## src/rtl/hwb_pkg.sv

```systemverilog
package hwb_pkg;
  localparam int unsigned DATA_W = 32;
  localparam int unsigned HALF_W = DATA_W / 2;

  typedef enum logic [1:0] {
    SZ_BYTE = 2'b00,
    SZ_HALF = 2'b01,
    SZ_WORD = 2'b10,
    SZ_RSVD = 2'b11
  } size_e;

  typedef logic [DATA_W-1:0] word_t;
  typedef logic [HALF_W-1:0] half_t;
endpackage

```

## src/rtl/hwb_wr_pair.sv

```systemverilog
module hwb_wr_pair
  import hwb_pkg::*;
#(
  parameter int unsigned WIN_AW = 8,
  localparam int unsigned IDX_W = WIN_AW - 2
) (
  input  logic             clk_i,
  input  logic             rst_ni,
  input  logic             hw_we_i,
  input  logic [IDX_W-1:0] idx_i,
  input  logic             upper_i,
  input  half_t            half_i,
  output logic             fire_o,
  output word_t            word_o
);
  logic [IDX_W-1:0] prev_q;
  logic             cnt_q;
  half_t            lo_q, hi_q;
  logic             have_one;

  // pair count only survives while the aligned address repeats
  assign have_one = cnt_q && (prev_q == idx_i);
  assign fire_o   = hw_we_i && have_one;
  assign word_o   = upper_i ? {half_i, lo_q} : {hi_q, half_i};

  always_ff @(posedge clk_i or negedge rst_ni) begin
    if (!rst_ni) begin
      prev_q <= '0;
      cnt_q  <= 1'b0;
      lo_q   <= '0;
      hi_q   <= '0;
    end else if (hw_we_i) begin
      prev_q <= idx_i;
      cnt_q  <= ~have_one;
      if (upper_i) hi_q <= half_i;
      else         lo_q <= half_i;
    end
  end
endmodule

```

## src/rtl/hwb_rd_pair.sv

```systemverilog
module hwb_rd_pair
  import hwb_pkg::*;
#(
  parameter int unsigned WIN_AW = 8,
  localparam int unsigned IDX_W = WIN_AW - 2
) (
  input  logic             clk_i,
  input  logic             rst_ni,
  input  logic             hw_re_i,
  input  logic [IDX_W-1:0] idx_i,
  input  logic             upper_i,
  input  word_t            word_i,
  output logic             fetch_o,
  output half_t            half_o
);
  logic [IDX_W-1:0] prev_q;
  logic             cnt_q;
  word_t            hold_q;
  word_t            src;
  logic             have_one;

  assign have_one = cnt_q && (prev_q == idx_i);
  assign fetch_o  = hw_re_i && !have_one;
  assign src      = fetch_o ? word_i : hold_q;
  assign half_o   = upper_i ? src[DATA_W-1:HALF_W] : src[HALF_W-1:0];

  always_ff @(posedge clk_i or negedge rst_ni) begin
    if (!rst_ni) begin
      prev_q <= '0;
      cnt_q  <= 1'b0;
      hold_q <= '0;
    end else if (hw_re_i) begin
      prev_q <= idx_i;
      cnt_q  <= ~have_one;
      if (fetch_o) hold_q <= word_i;
    end
  end
endmodule

```

## src/rtl/hwb_cfg_reg.sv

```systemverilog
module hwb_cfg_reg
  import hwb_pkg::*;
#(
  parameter word_t       RST_VAL   = 32'h0005_0000,
  parameter word_t       WR_MASK   = 32'h0003_F300,
  parameter int unsigned WIDTH_BIT = 2
) (
  input  logic  clk_i,
  input  logic  rst_ni,
  input  logic  we_i,
  input  word_t wdata_i,
  input  logic  wide_i,
  output word_t rdata_o
);
  localparam word_t KEEP = WR_MASK & ~(word_t'(1) << WIDTH_BIT);

  word_t store_q;

  always_ff @(posedge clk_i or negedge rst_ni) begin
    if (!rst_ni)   store_q <= RST_VAL & ~(word_t'(1) << WIDTH_BIT);
    else if (we_i) store_q <= wdata_i & KEEP;
  end

  always_comb begin
    rdata_o            = store_q;
    rdata_o[WIDTH_BIT] = wide_i;
  end
endmodule

```

## src/rtl/hword_bridge.sv

```systemverilog
module hword_bridge
  import hwb_pkg::*;
#(
  parameter int unsigned HOST_AW   = 16,
  parameter int unsigned WIN_AW    = 8,
  parameter logic [7:0]  CFG_OFS   = 8'h54,
  parameter word_t       CFG_RST   = 32'h0005_0000,
  parameter word_t       CFG_MASK  = 32'h0003_F300,
  parameter int unsigned WIDTH_BIT = 2
) (
  input  logic               clk_i,
  input  logic               rst_ni,
  input  logic               mode16_i,
  input  logic               req_i,
  input  logic               we_i,
  input  logic [1:0]         size_i,
  input  logic [HOST_AW-1:0] addr_i,
  input  logic [31:0]        wdata_i,
  output logic               rsp_valid_o,
  output logic [31:0]        rsp_rdata_o,
  output logic               rsp_err_o,
  output logic               dn_req_o,
  output logic               dn_we_o,
  output logic [WIN_AW-1:0]  dn_addr_o,
  output logic [31:0]        dn_wdata_o,
  input  logic [31:0]        dn_rdata_i
);
  localparam int unsigned IDX_W = WIN_AW - 2;
  localparam logic [IDX_W-1:0] CFG_IDX = CFG_OFS[WIN_AW-1:2];

  logic [IDX_W-1:0] idx;
  logic             upper;
  logic             is_half, is_word, bad;
  logic             direct, hw_we, hw_re;
  logic             fire, fetch;
  word_t            pair_word, acc_rdata, cfg_rdata, result;
  half_t            rd_half;
  logic             acc_v, acc_we, hit_cfg;
  word_t            acc_wdata;
  logic             unused_addr_hi;

  generate
    if (HOST_AW > WIN_AW) begin : g_hi
      assign unused_addr_hi = ^addr_i[HOST_AW-1:WIN_AW];
    end else begin : g_nohi
      assign unused_addr_hi = 1'b0;
    end
  endgenerate

  assign idx     = addr_i[WIN_AW-1:2];
  assign upper   = addr_i[1];
  assign is_half = size_i == SZ_HALF;
  assign is_word = size_i == SZ_WORD;
  assign bad     = req_i && mode16_i && !is_half && !is_word;
  assign direct  = req_i && (!mode16_i || is_word);
  assign hw_we   = req_i && mode16_i && is_half && we_i;
  assign hw_re   = req_i && mode16_i && is_half && !we_i;

  hwb_wr_pair #(.WIN_AW(WIN_AW)) u_wr (
    .clk_i   (clk_i),
    .rst_ni  (rst_ni),
    .hw_we_i (hw_we),
    .idx_i   (idx),
    .upper_i (upper),
    .half_i  (wdata_i[HALF_W-1:0]),
    .fire_o  (fire),
    .word_o  (pair_word)
  );

  hwb_rd_pair #(.WIN_AW(WIN_AW)) u_rd (
    .clk_i   (clk_i),
    .rst_ni  (rst_ni),
    .hw_re_i (hw_re),
    .idx_i   (idx),
    .upper_i (upper),
    .word_i  (acc_rdata),
    .fetch_o (fetch),
    .half_o  (rd_half)
  );

  // one word access per cycle: direct, merged write, or first-half fetch
  assign acc_v     = direct || fire || fetch;
  assign acc_we    = direct ? we_i : fire;
  assign acc_wdata = direct ? wdata_i : pair_word;
  assign hit_cfg   = idx == CFG_IDX;

  hwb_cfg_reg #(
    .RST_VAL   (CFG_RST),
    .WR_MASK   (CFG_MASK),
    .WIDTH_BIT (WIDTH_BIT)
  ) u_cfg (
    .clk_i   (clk_i),
    .rst_ni  (rst_ni),
    .we_i    (acc_v && acc_we && hit_cfg),
    .wdata_i (acc_wdata),
    .wide_i  (!mode16_i),
    .rdata_o (cfg_rdata)
  );

  assign acc_rdata  = hit_cfg ? cfg_rdata : dn_rdata_i;
  assign dn_req_o   = acc_v && !hit_cfg;
  assign dn_we_o    = dn_req_o && acc_we;
  assign dn_addr_o  = {idx, 2'b00};
  assign dn_wdata_o = acc_wdata;

  always_comb begin
    result = '0;
    if (direct && !we_i) result = acc_rdata;
    else if (hw_re)      result = {{HALF_W{1'b0}}, rd_half};
  end

  always_ff @(posedge clk_i or negedge rst_ni) begin
    if (!rst_ni) begin
      rsp_valid_o <= 1'b0;
      rsp_err_o   <= 1'b0;
      rsp_rdata_o <= '0;
    end else begin
      rsp_valid_o <= req_i;
      rsp_err_o   <= bad;
      rsp_rdata_o <= result;
    end
  end
endmodule

```

## config.mk

```make
export PLATFORM = sky130hd
export DESIGN_NAME = hword_bridge
export DESIGN_NICKNAME = d
export VERILOG_FILES = /design/src/rtl/hwb_pkg.sv /design/src/rtl/hwb_wr_pair.sv /design/src/rtl/hwb_rd_pair.sv /design/src/rtl/hwb_cfg_reg.sv /design/src/rtl/hword_bridge.sv
export SDC_FILE = /design/constraint.sdc
export NUM_CORES = 1
export LEC_CHECK = 0
export BUFFER_PORTS_ARGS = -buffer_cell sky130_fd_sc_hd__buf_2
export CAP_MARGIN = 40
export CORE_MARGIN = 2
export CORE_UTILIZATION = 40
export DETAILED_ROUTE_END_ITERATION = 8
export PLACE_DENSITY_LB_ADDON = 0.1
export SYNTH_ARGS = -nofsm -noshare
export SYNTH_HDL_FRONTEND = slang
export SYNTH_SLANG_ARGS = --single-unit
```

## constraint.sdc

```tcl
create_clock -name clk_i -period 2.5 [get_ports clk_i]
set_clock_uncertainty 0.1 [all_clocks]
set_input_delay 0.25 -clock clk_i [delete_from_list [all_inputs] [get_ports clk_i]]
set_output_delay 0.25 -clock clk_i [all_outputs]
set_load 0.005 [all_outputs]
```

== Word-level counts from Yosys, hierarchy flattened ==
Index checks and enable logic that the tools add are counted.

* Bits of input ports: 87
* Register bits: 121
* Output and inout bits: 76

* Multiplexer cells: 8
* Reduce and logical (&&, ||, !) cells: 27
* Equal/unequal tests: 5
* Bitwise logic cells: 3

{| class="wikitable"
|+ Operators by type and width
! cell !! count
|-
| $mux 32 || 5
|-
| $mux 16 || 2
|-
| $logic_and 1x1->1 || 16
|-
| $eq 6x6->1 || 2
|-
| $eq 6x5->1 const B || 1
|-
| $logic_not 1->1 || 6
|-
| $reduce_and 2->1 || 2
|-
| $logic_or 1x1->1 || 3
|-
| $not 1->1 || 3
|-
| $eq 2x1->1 const B || 1
|-
| $eq 2x2->1 const B || 1
|-
| $mux 1 || 1
|}

== Longest topological paths before layout ==
Gate-level depths: netlist (run 1).

* Depth after elaboration: 8
* Depth in mapped cells: 8
* Mapped depth without buffers: 5

== Modules after synthesis ==
From an unflattened synthesis (run 1), not the netlist that was laid out.

* Cells, all modules: 454
* Area total of the unflattened synthesis: 6588.8 µm²

{| class="wikitable"
|+ By module, submodules not included
! module !! cells each !! area an instance (µm²) !! instances
|-
| hword_bridge || 169 || 2135.8 || 1
|-
| hwb_wr_pair || 130 || 1974.4 || 1
|-
| hwb_rd_pair || 112 || 1934.4 || 1
|-
| hwb_cfg_reg || 43 || 544.3 || 1
|}

== Worst setup path after synthesis (run 1) ==
OpenSTA, ideal clock, no wires.

* Path kind: reg-to-output
* Start point: register u_rd.prev_q[1]
* End point: output port dn_req_o
* Required time: 2.150 ns
* Slack: 0.476 ns
* Data arrival time: 1.674 ns
* Buffers on the path: 2
* Cell stages (with the launch flop): 7
* Cells stage by stage: dfrtp_1 > xnor2_1 > nand4_1 > o21ai_1 > buf_4 > buf_1 > a21boi_0

* Word-level cells in the longest chain between the ends: 6

{| class="wikitable"
|+ Ends and longest elaborated chain
! what !! RTL line !! text
|-
| start, declared || hwb_rd_pair.sv:16 || <nowiki>logic [IDX_W-1:0] prev_q;</nowiki>
|-
| start signal, assigned || hwb_rd_pair.sv:33 || <nowiki>prev_q <= idx_i;</nowiki>
|-
| $eq 6x6->1 || hwb_rd_pair.sv:22 || <nowiki>assign have_one = cnt_q && (prev_q == idx_i);</nowiki>
|-
| $logic_and 1x1->1 || hwb_rd_pair.sv:22 ||
|-
| $logic_not 1->1 || hwb_rd_pair.sv:23 || <nowiki>assign fetch_o = hw_re_i && !have_one;</nowiki>
|-
| $logic_and 1x1->1 || hwb_rd_pair.sv:23 ||
|-
| $logic_or 1x1->1 || hword_bridge.sv:82 || <nowiki>assign acc_v = direct || fire || fetch;</nowiki>
|-
| $logic_and 1x1->1 || hword_bridge.sv:101 || <nowiki>assign dn_req_o = acc_v && !hit_cfg;</nowiki>
|-
| end, declared || hword_bridge.sv:22 || <nowiki>output logic dn_req_o,</nowiki>
|}

No other way between the ends.

== Worst setup path in the final report (run 1) ==
* Start point: register u_wr.prev_q[2]
* End point: output port dn_req_o

* Word-level cells in the longest chain between the ends: 6

{| class="wikitable"
|+ Ends and longest elaborated chain
! what !! RTL line !! text
|-
| start, declared || hwb_wr_pair.sv:16 || <nowiki>logic [IDX_W-1:0] prev_q;</nowiki>
|-
| start signal, assigned || hwb_wr_pair.sv:33 || <nowiki>prev_q <= idx_i;</nowiki>
|-
| $eq 6x6->1 || hwb_wr_pair.sv:22 || <nowiki>assign have_one = cnt_q && (prev_q == idx_i);</nowiki>
|-
| $logic_and 1x1->1 || hwb_wr_pair.sv:22 ||
|-
| $logic_and 1x1->1 || hwb_wr_pair.sv:23 || <nowiki>assign fire_o = hw_we_i && have_one;</nowiki>
|-
| $logic_or 1x1->1 (2 in series) || hword_bridge.sv:82 ||
|-
| $logic_and 1x1->1 || hword_bridge.sv:101 ||
|}

No other way between the ends.

==> results of run 1 <==
-- worst register-to-register path, stage by stage, from the launching register on --
cell     delay (ns)
dfrtp_1        0.38
xnor2_1        0.16
nand4_1        0.11
buf_4          0.17
buf_4          0.13
nor2_2         0.07
buf_4          0.29
mux2i_1        0.16
a221o_1        0.31
-- synthesized netlist by cell type, drive strengths merged --
cell type | number | share of area [%]
conb | 1 | 0.065
mux2 | 74 | 15
o211ai | 1 | 0.13
inv | 18 | 1.2
or2 | 1 | 0.11
buf | 23 | 2.6
o21ai | 36 | 3.1
or3 | 1 | 0.20
nand3 | 8 | 0.70
a211o | 5 | 0.76
nor2 | 9 | 0.68
xnor2 | 12 | 1.8
mux2i | 42 | 7.3
nor2b | 1 | 0.11
and2 | 11 | 1.2
a221o | 3 | 0.52
nand2 | 84 | 5.5
a21boi | 3 | 0.39
o221ai | 7 | 1.1
clkinv | 1 | 0.065
dfrtp | 119 | 52
dfstp | 2 | 0.92
nand4 | 2 | 0.22
a21bo | 1 | 0.17
nand3b | 1 | 0.13
o21a | 1 | 0.13
nor3 | 1 | 0.087
a21o | 2 | 0.26
and3 | 13 | 1.4
nor3b | 2 | 0.26
clkbuf | 12 | 0.79
a21oi | 4 | 0.35
and4bb | 1 | 0.22
nand4b | 1 | 0.26
nand2b | 2 | 0.22
-- flip-flops by register name, indices dropped and copies added, names as in the netlist --
signal         cells
rsp_err_o          1
u_wr.hi_q         16
u_wr.lo_q         16
u_rd.hold_q       32
rsp_rdata_o       32
u_cfg.store_q      9
u_wr.prev_q        6
u_rd.prev_q        6
rsp_valid_o        1
u_wr.cnt_q         1
u_rd.cnt_q         1
-- per-layer routing --
metal  wire, µm  GRT usage, %  share of wire [%]  vias up
li1           -             -                  -     2086
met2       6420          30.8                 47      126
met5         13             0              0.096        -
met4        144          6.96                1.1        2
met3        735          5.31                5.4       14
met1       6210          24.7                 46     2057
-- metrics by stage --
stage	cells	worst slack (ns)	total power, mW	hold slack (ns)
floorplan	506	0.476	2.88	-0.146
global placement	825	0.297	3.17	0.197
detailed placement	825	0.284	3.21	0.205
CTS	875	0.0306	5.53	0.00172
global route	878	0.0348	5.78	0.00837
finish	878	0.148	5.46	0.0246
-- final timing paths --
check,start,end,depth (start not counted)
max,u_wr.prev_q[2]$_DFFE_PN0N_,dn_req_o,6
min,wdata_i[10],u_wr.hi_q[10]$_DFFE_PN0P_,2
max reg2reg,u_rd.prev_q[0]$_DFFE_PN0P_,rsp_rdata_o[2]$_DFF_PN0_,8
min reg2reg,u_rd.hold_q[6]$_DFFE_PN0P_,rsp_rdata_o[6]$_DFF_PN0_,2
max in group asynchronous,rst_ni,u_cfg.store_q[16]$_DFFE_PN1P_,3
min in group asynchronous,rst_ni,rsp_rdata_o[27]$_DFF_PN0_,2
-- area by class of cell --
cell class | instances | area (µm²)
fill | 1221 | 6410
sequential | 121 | 3030
multi-input combinational | 331 | 2460
timing repair buffer | 199 | 1200
clock buffer | 25 | 505
tap | 180 | 225
inverter | 19 | 71.3
clock inverter | 3 | 40.0
-- placed cells by master (no fill, tap or decap), types with 6 or more instances in the layout --
master         instances
dlygate4sd3_1         23
nor2_1                 6
dfrtp_1              119
inv_1                 18
xnor2_1               12
clkbuf_16             17
mux2i_1               42
buf_4                 24
nand2_1               84
nand3_1                8
o221ai_1               7
o21ai_0               35
and2_1                11
buf_2                150
and3_1                13
mux2_4                 8
mux2_2                66
-- what timing repair did --
item                                    CTS  global route
setup buffers                             0             2
pin swaps                                 0             2
endpoints found under the setup margin    1             1
hold endpoints to repair                 62             1
hold buffers                             22             1
resized for setup                         1             1
-- kinds of logic (layout without fill, tap and decap cells) --
family	Yosys count	after routing	synth area share, %
AO/OA/AOI/OAI	63	63	6.94
XOR/XNOR	12	12	1.83
buffers and inverters	54	246	4.65
flip-flops	121	121	52.8
multiplexers	116	116	22.4
other	1	2	0.0654
AND/OR/NAND/NOR	138	138	11.3
-- power breakdown --
part	switching (mW)	internal, mW
clock network	0.782	1.47
logic	0.370	0.443
registers	0.139	2.25
==> impl_metrics.tcl, run 1 <==
set metrics [dict create \
    status "complete, no violations" \
    fp.dieH_um 124 \
    wire_per_inst_um 15.4 \
    wirelength_um 13500 \
    netlist_area_um2 5740 \
    n_antenna_cell 0 \
    slew_viol_final 0 \
    synth_seq_area_share_pct 52.8 \
    ios 163 \
    die_w_um 124 \
    hold_violations 0 \
    postSynthAreaPerCell_um2 11.4 \
    tns_ns 0 \
    setup_viol_count_final 0 \
    hold_path_class "primary input to flop" \
    yosysUniqueCellTypes 42 \
    row_count 43 \
    fin_area_um2 7530 \
    grt_first_pass_wirelength_um 22200 \
    numCtsBuffers 17 \
    rsz0062_at_grt "no" \
    synth_warnings 0 \
    grt_pass1_vias 4444 \
    cts_tree "yes" \
    path_max_fanout 4 \
    end_kind "output pin" \
    period_needed_ns 2.35 \
    final_util_pct 54.0 \
    vias 4285 \
    ys_ff_latch 121 \
    drc 0 \
    die-area_um2 15300 \
    clock_path_buffers 2 \
    clk_latency_ns 0.40 \
    power.density_nw_per_um2 725 \
    path_clk_slew_ns 0.05 \
    cts_sinks 121 \
    hpwl_um 9510 \
    area_growth_syn_to_layout_pct 31.3 \
    placed_area_um2 6730 \
    antenna_found_initial 1 \
    fin_crit_sh_pct 94.1 \
    via_per_inst 4.88 \
    power_leakage_nw 3.96 \
    gp_congestion 0.820 \
    start_util_pct 41.2 \
    required_ns 2.15 \
    crit_chain "xnor2_1 > nand4_1 > or3_4 > nor2b_1 > a21boi_0 > buf_2" \
    nNetsFinal 776 \
    slew_headroom_pct 59.1 \
    drtIter0Drc 196 \
    synthCells 505 \
    path_buf_inv 1 \
    arrival_ns 2.00 \
    worst_pin_slew_ns 0.614 \
    path_class "flop to output pin" \
    cts_root_buffer "clkbuf_16" \
    core_area_um2 13900 \
    htree_levels 4 \
    crit_family "simple AND/OR/NAND/NOR gates" \
    cp_slowest_stage_delay_ns 0.41 \
    drive_above_1_share_pct 41.0 \
    ir_drop_v 0.000440 \
    gr-usage-all-layers_pct 19.1 \
    place.port_buffers 151 \
    firstDrtPassIters 4 \
    grt_max_degree 47 \
    r2r_setup_slack_ns 0.49 \
    overflow 0 \
    drv_cap 0 \
    clock.fmax_mhz 425 \
    postRouteAntennaNets 0 \
    start_kind "flop" \
    crit_path_top_delay_cell "or3_4" \
]
(Power assumes the default switching activity.)
==> run 2, diff against run 1 <==
==> constraint.sdc (replaced) <==
create_clock -name clk_i -period 2.5 [get_ports clk_i]
set_clock_uncertainty 0.1 [all_clocks]
set_input_delay 0.375 -clock clk_i [delete_from_list [all_inputs] [get_ports clk_i]]
set_output_delay 0.375 -clock clk_i [all_outputs]
set_load 0.005 [all_outputs]
==> run 2 against run 1 <==
  * Non-clock buffer count is 25 lower
  * Utilization is 1.7 points lower
  * Largest cell class unchanged
  * Critical path type unchanged
  * Fmax is 1.5% lower
  * Highest routed layer unchanged
  * Worst setup slack worse by 0.036 ns
  * Total power is 3.1% lower
  * Die area stayed put
  * Final cell count is 2.6% lower
  * Register-to-register slack worse by 0.11 ns
  * Via count is 1.1% lower
==> impl_metrics.tcl, run 2 (synthesis gave the netlist of run 1 again) <==
set metrics [dict create \
    setup_viol_count_final 0 \
    hold_violations 0 \
    fin_area_um2 7290 \
    grt_pass1_vias 4276 \
    setup_slack_ns 0.112 \
    timing.rr.end "rsp_rdata_o[15]$_DFF_PN0_" \
    via_per_inst 4.96 \
    rsz0062_at_grt "no" \
    place.port_buffers 151 \
    clock.fmax_mhz 419 \
    wirelength_um 13100 \
    final_util_pct 52.3 \
    cts_sinks 121 \
    layout_common_cells "150 x buf_2, 119 x dfrtp_1, 84 x nand2_1" \
    firstDrtPassIters 4 \
    grt_first_pass_wirelength_um 21200 \
    gr-usage-all-layers_pct 18.4 \
    dp_slack_ns 0.216 \
    htree_levels 4 \
    post-cts-setup-buffer-count 0 \
    arrival_ns 1.91 \
    clk_latency_ns 0.41 \
    hp-start "req_i" \
    layout_commonest_cell "buf_2" \
    path_clk_slew_ns 0.05 \
    fp.dieH_um 124 \
    cp-startpoint "u_wr.prev_q[5]$_DFFE_PN0N_" \
    overflow 0 \
    gp_congestion 0.776 \
    fin_crit_sh_pct 95.5 \
    start_util_pct 41.2 \
    row_count 43 \
    ios 163 \
    clock_path_buffers 2 \
    area_growth_syn_to_layout_pct 27.0 \
    nNetsFinal 751 \
    drc 0 \
    drive_above_1_share_pct 42.0 \
    drtIter0Drc 225 \
    vias 4240 \
    largestRegisters "rsp_rdata_o (32), u_rd.hold_q (32)" \
    core_area_um2 13900 \
    r2r_setup_slack_ns 0.38 \
    die_w_um 124 \
    cts_tree "yes" \
    period_needed_ns 2.39 \
    hold_path_class "primary input to flop" \
    start_kind "flop" \
    slew_headroom_pct 57.9 \
    reg2reg_depth 6 \
    numCtsBuffers 17 \
    placed_area_um2 6760 \
    power_leakage_nw 3.85 \
    path_max_fanout 4 \
    worst_pin_slew_ns 0.631 \
    end_kind "output pin" \
    power.density_nw_per_um2 726 \
    drv_cap 0 \
    ir_drop_v 0.000476 \
    nFillCells 1268 \
    wire_per_inst_um 15.4 \
    antenna_found_initial 2 \
    cts_root_buffer "clkbuf_16" \
    status "complete, no violations" \
    fin_hold_ws_ns 0.0251 \
    required_ns 2.03 \
    die-area_um2 15300 \
    hpwl_um 9470 \
    r2r_start "u_rd.prev_q[1]$_DFFE_PN0P_" \
    slew_viol_final 0 \
    grt_max_degree 48 \
    path_class "flop to output pin" \
    postRouteAntennaNets 0 \
    whs_endpoint "rsp_valid_o$_DFF_PN0_" \
    tns_ns 0 \
    hold_path_depth 1 \
]
run 2: cell count changes in the layout (fill, tap and decap cells not counted), moves of 2 or more:
cell           change
clkbuf_8           -2
clkbuf_1           +2
buf_4              -5
clkinv_2           +2
buf_12             +3
dlygate4sd3_1     -22
run 2: critical path, stage by stage (launching register included):
cell and delay, ns:
dfrtp_1 0.39, xnor2_1 0.15, nand4_1 0.11, or3_4 0.41, nor2b_1 0.14, a21boi_1 0.17, buf_2 0.14
run 2: per-layer routing:
layer,routed length [µm],up-vias,GRT usage (%)
li1,-,2041,-
met1,5610,2044,22.5
met2,6420,134,30.3
met3,876,19,5.45
met4,227,2,7.81
met5,13,-,0
run 2: how the worst max path moves through the flow:
| stage | to | slack (ns) | cells after the start |
|---|---|---|---|
| finish | dn_req_o | 0.11 | 6 |
| global placement | dn_req_o | 0.21 | 7 |
| detailed placement | rsp_rdata_o[15]$_DFF_PN0_ | 0.22 | 7 |
| floorplan | dn_wdata_o[0] | 0.23 | 6 |
| CTS | dn_req_o | 0.03 | 6 |
| global route | dn_req_o | 0.03 | 6 |
run 2: area by class of cell:
type,count,area [µm²],area share (%)
flip-flops and latches,121,3030,41.6
multi-input cells,331,2470,33.9
repair buffers,174,983,13.5
clock buffers,25,485,6.66
well taps,180,225,3.09
inverters,19,71.3,0.979
clock inverters,4,20.0,0.275
diodes,1,2.50,0.0343
run 2: power breakdown:
group	leakage [nW]	total (mW)	internal, mW	switching [mW]
Combinational	2.05	0.787	0.422	0.365
Clock	0.253	2.11	1.32	0.791
Sequential	1.55	2.39	2.25	0.138
run 2: what timing repair did:
action,in CTS,in global routing
hold buffers,1,0
endpoints found under the hold margin,44,0
gates resized for setup,0,2
setup endpoints to repair,0,1
run 2: per-stage QoR:
step                      std cells  power (mW)
final                           855        5.29
after detailed placement        824        3.22
after global placement          824        3.18
after CTS                       854        5.36
after global routing            855        5.58
after floorplan                 506        2.88
